<file path="src/rtl/gprf_pkg.sv">
package gprf_pkg;

    parameter int unsigned GPRF_IDX_W  = 5;
    parameter int unsigned GPRF_WORD_W = 32;

    localparam int unsigned GPRF_RD_PORTS = 2;

endpackage

</file>
<file path="src/rtl/gprf_wr_gate.sv">
module gprf_wr_gate #(
    parameter int unsigned IW = 5
) (
    input  logic          wb_en,
    input  logic [IW-1:0] wb_idx,
    output logic          wr_live
);

    // Writes aimed at the hard-wired zero register are dropped here.
    always_comb begin
        wr_live = wb_en && (wb_idx != '0);
    end

endmodule

</file>
<file path="src/rtl/gprf_store.sv">
module gprf_store #(
    parameter int unsigned IW = 5,
    parameter int unsigned WW = 32,
    localparam int unsigned CNT = 1 << IW
) (
    input  logic          clk,
    input  logic          rst_n,
    input  logic          wr_live,
    input  logic [IW-1:0] wr_idx,
    input  logic [WW-1:0] wr_word,
    output logic [WW-1:0] cells [CNT]
);

    assign cells[0] = '0;

    for (genvar g = 1; g < CNT; g++) begin : g_cell
        logic hit;
        assign hit = wr_live && (wr_idx == IW'(g));

        always_ff @(posedge clk or negedge rst_n) begin
            if (!rst_n) begin
                cells[g] <= '0;
            end else if (hit) begin
                cells[g] <= wr_word;
            end
        end
    end

endmodule

</file>
<file path="src/rtl/gprf_rdport.sv">
module gprf_rdport #(
    parameter int unsigned IW = 5,
    parameter int unsigned WW = 32,
    localparam int unsigned CNT = 1 << IW
) (
    input  logic [WW-1:0] cells [CNT],
    input  logic [IW-1:0] rd_idx,
    input  logic          wr_live,
    input  logic [IW-1:0] wr_idx,
    input  logic [WW-1:0] wr_word,
    output logic [WW-1:0] rd_word
);

    logic collide;

    always_comb begin
        // wr_live is already false for index 0, so zero is never bypassed.
        collide = wr_live && (wr_idx == rd_idx);
        rd_word = collide ? wr_word : cells[rd_idx];
    end

endmodule

</file>
<file path="src/rtl/gprf_bank.sv">
module gprf_bank #(
    parameter int unsigned IW = gprf_pkg::GPRF_IDX_W,
    parameter int unsigned WW = gprf_pkg::GPRF_WORD_W
) (
    input  logic          clk,
    input  logic          rst_n,
    input  logic [IW-1:0] src_a_idx,
    input  logic [IW-1:0] src_b_idx,
    input  logic [IW-1:0] wb_idx,
    input  logic [WW-1:0] wb_word,
    input  logic          wb_en,
    output logic [WW-1:0] src_a_val,
    output logic [WW-1:0] src_b_val
);

    localparam int unsigned CNT = 1 << IW;
    localparam int unsigned NRD = gprf_pkg::GPRF_RD_PORTS;

    logic          wr_live;
    logic [WW-1:0] cells [CNT];
    logic [IW-1:0] rd_idx  [NRD];
    logic [WW-1:0] rd_word [NRD];

    assign rd_idx[0] = src_a_idx;
    assign rd_idx[1] = src_b_idx;
    assign src_a_val = rd_word[0];
    assign src_b_val = rd_word[1];

    gprf_wr_gate #(.IW(IW)) u_gate (
        .wb_en   (wb_en),
        .wb_idx  (wb_idx),
        .wr_live (wr_live)
    );

    gprf_store #(.IW(IW), .WW(WW)) u_store (
        .clk     (clk),
        .rst_n   (rst_n),
        .wr_live (wr_live),
        .wr_idx  (wb_idx),
        .wr_word (wb_word),
        .cells   (cells)
    );

    for (genvar p = 0; p < NRD; p++) begin : g_rd
        gprf_rdport #(.IW(IW), .WW(WW)) u_port (
            .cells   (cells),
            .rd_idx  (rd_idx[p]),
            .wr_live (wr_live),
            .wr_idx  (wb_idx),
            .wr_word (wb_word),
            .rd_word (rd_word[p])
        );
    end

endmodule

</file>
<file path="config.mk">
export PLATFORM = sky130hd
export DESIGN_NAME = gprf_bank
export DESIGN_NICKNAME = d
export VERILOG_FILES = /design/src/rtl/gprf_pkg.sv /design/src/rtl/gprf_wr_gate.sv /design/src/rtl/gprf_store.sv /design/src/rtl/gprf_rdport.sv /design/src/rtl/gprf_bank.sv
export SDC_FILE = /design/constraint.sdc
export NUM_CORES = 2
export LEC_CHECK = 0
export BUFFER_PORTS_ARGS = -buffer_cell sky130_fd_sc_hd__buf_2
export CAP_MARGIN = 5
export CORE_MARGIN = 5
export CORE_UTILIZATION = 38
export DETAILED_ROUTE_END_ITERATION = 12
export PLACE_DENSITY = 0.64
export SETUP_SLACK_MARGIN = 0.1
export SLEW_MARGIN = 5
export SYNTH_ARGS = -nofsm -noshare
export SYNTH_HDL_FRONTEND = slang
export SYNTH_SLANG_ARGS = --single-unit
</file>
<file path="constraint.sdc">
create_clock -name clk -period 3.15 [get_ports clk]
set_clock_uncertainty 0.15 [all_clocks]
set_input_delay 0.63 -clock clk [delete_from_list [all_inputs] [get_ports clk]]
set_output_delay 0.63 -clock clk [all_outputs]
set_load 0.02 [all_outputs]
</file>
==> impl_metrics.toml <==
[die]
die_area_um2 = 149000
start_util_pct = 38.3
io_pins = 114
coreArea_um2 = 140000
die_y_um = 385
std_cell_rows = 137
die-width_um = 385

[cells_and_area]
largest_reg_flops = 992
top_regs = "u_store.cells (992)"
top_register = "u_store.cells"
post-route-util_pct = 48.4
nNetsFinal = 4127
final_layout_size_suffix_gt1_share_pct = 63.5
syn2layout_area_growth_pct = 26.3

[pwr]
pwr-share-clk_pct = 32.6
p_per_area_nw_per_um2 = 584
ir_drop_v = 0.000460
comb_power_share_pct = 24.1
p_leak_uw = 0.0291
p_sw_share_pct = 27.5
switchingPower_uw = 10900
pwr-share-seq_pct = 43.3
p_int_uw = 28600

[global_route]
gr-total-overflow = 0
grt_pass1_wl_um = 264000
grtUsageTotal_pct = 23.9
grt_max_degree = 97
antenna_found_initial = 8
grt_pass1_vias = 38500

[drt]
wl_per_cell_um = 29.7
drc = 0
ant_nets = 0
dr.pass1.iters = 5
viasPerCell = 6.09
wirelength_um = 179000
first_iter_violations = 3218
vias = 36800

[timing]
setup_viol = 62
fin_crit_ns = 3.37
hold_violations = 0
max_slew_margin_pct = 44.9
maxSlewViolCount = 0
rsz0062_at_grt = "true"
layout_setup_ws_ns = -0.223
max_freq_ghz = 0.296
finalCritPeriodShare_pct = 107
hold_slack_ns = 0.0828
worst_slew_pin_slew_ns = 0.827

[synth]
synth_cell_type_count = 46
yosysMostFrequentCell = "mux2_2"
yosysTopAreaCell = "dfrtp_1"
synthCells = 3670
syn_nets = 3720
synthTopCellsByArea = "dfrtp_1 (46%), mux2_2 (23%), mux4_2 (17%)"
synth_flop_cell = "dfrtp_1"
syn_area_per_cell_um2 = 14.6
synth_warnings = 0
syn_area_um2 = 53600
synth_common_cells = "mux2_2 (1106), dfrtp_1 (992), mux4_2 (416), clkbuf_1 (205), buf_2 (129)"
synth_top_cell_area_share_pct = 46.3
synth_seq_cells = 992
synth_edf_count = 0
yosysSeqAreaShare_pct = 46.3
async_reset_ff_share_pct = 100

[hold_path]
worstHoldStart = "wb_word[13]"
min-delay-path-class = "in2reg"
hold_path_end = "u_store.cells[461]"
hold_path_depth = 2

[critical_path]
timing.rr.start = "u_store.cells[259]"
r2r_end = "u_store.cells[259]"
regToRegSetupSlack_ns = 1.99
cp_max_fo = 7
crit_type = "in2out"
required_ns = 2.37
endpoint_kind = "primary output"
start_kind = "input port"
reg2regPathDepth = 3
crit_arrival_ns = 2.59

[status]
violations = "setup timing"
status = "complete, but fails checks"

[job]
maxCapViolCount = 0

[clock_network]
clkTransAtPathRegs_ns = 0.06
clock-sinks = 992
clk_latency_ns = 0.71
cts_tree = "yes"
cts_buffer_depth = 3
cts_root_buffer = "clkbuf_16"
cts_buffers = 106
cts-htree-levels = 3

[placed_design]
hpwl_um = 108000
place_congestion = 0.819
io_buffers = 113
-- routing by layer --
metal	routed length, um	part of all wire, %	GRT usage (%)
met5	13	0.0073	0
met4	5400	3.0	7.72
met3	14200	8.0	5.25
met2	82800	46	37.1
met1	76600	43	33.5
-- cell usage in the layout (no fill, tap or decap), types with 32 or more instances in the layout --
cell and count:
a221oi_1 79, buf_12 140, buf_2 36, buf_4 390
buf_6 82, clkbuf_16 116, dfrtp_1 992, mux2_2 1103
mux2i_1 107, mux4_2 416, nand2_1 43, nor2_1 53
o21ai_4 32, o22ai_1 82
-- worst max-delay path, stage by stage --
cell     delay, ns
buf_16        0.14
buf_12        0.17
buf_4         0.15
mux4_2        0.48
mux4_2        0.53
nor3b_2       0.22
nor3_2        0.09
buf_4         0.17
-- per-stage QoR --
stage | instances | power (uW) | setup slack, ns | area, um2 | setup TNS (ns)
2_1_floorplan | 3670 | 23000 | 0.0514 | 54400 | 0
3_3_place_gp | 5678 | 25500 | -0.502 | 60400 | -18.63
3_5_place_dp | 5678 | 25800 | -0.533 | 60400 | -19.19
4_1_cts | 5978 | 39400 | -0.299 | 66700 | -11.09
5_1_grt | 6034 | 41100 | -0.308 | 67600 | -11.63
6_report | 6036 | 39500 | -0.223 | 67600 | -7.93
-- cell families (layout without fill, tap and decap cells) --
kind of cell,after synthesis,in the layout,share of synthesized area [%]
AOI/OAI and AO/OA,314,314,4.29
xor gates and xnor gates,10,10,0.164
buffers and inverters,410,896,3.42
DFF,992,992,46.3
muxes,1633,1633,42.8
other,0,4,0
and+or+nand+nor,311,311,2.96
-- power groups by stage --
stage	Sequential, uW	Clock (uW)	Combinational, uW
after floorplan	16600	0	6370
after global placement	17100	0	8380
after detailed placement	17300	0	8560
after CTS	17000	13100	9330
after global routing	17400	13600	10100
final	17100	12900	9510
-- how the worst max path moves through the flow --
stage / slack, ns / start / endpoint
floorplan: 0.05 / src_a_idx[0] / src_a_val[10]
global placement: -0.50 / src_a_idx[0] / src_a_val[0]
detailed placement: -0.53 / src_a_idx[0] / src_a_val[0]
CTS: -0.30 / u_store.cells[1] / src_a_val[1]
global route: -0.31 / u_store.cells[2] / src_a_val[2]
finish: -0.22 / src_a_idx[0] / src_a_val[2]
-- repair_timing --
item	4_1_cts	5_1_grt
endpoints found under the hold margin	31	0
pin swaps	79	63
resized for setup	275	114
endpoints found under the setup margin	64	64
cloned	24	6
buffers inserted	89	53
hold buffers	1	0
-- layout make-up --
class | instances | area, um2
flip-flops and latches | 992 | 24800
repair buffers | 709 | 8290
clock buffers | 155 | 3120
well taps | 1876 | 2350
clock inverters | 32 | 414
fillers | 11900 | 72200
multi-input cells | 2268 | 28600
diodes | 4 | 10.0
No activity file was read; power rests on OpenSTA's default activity.
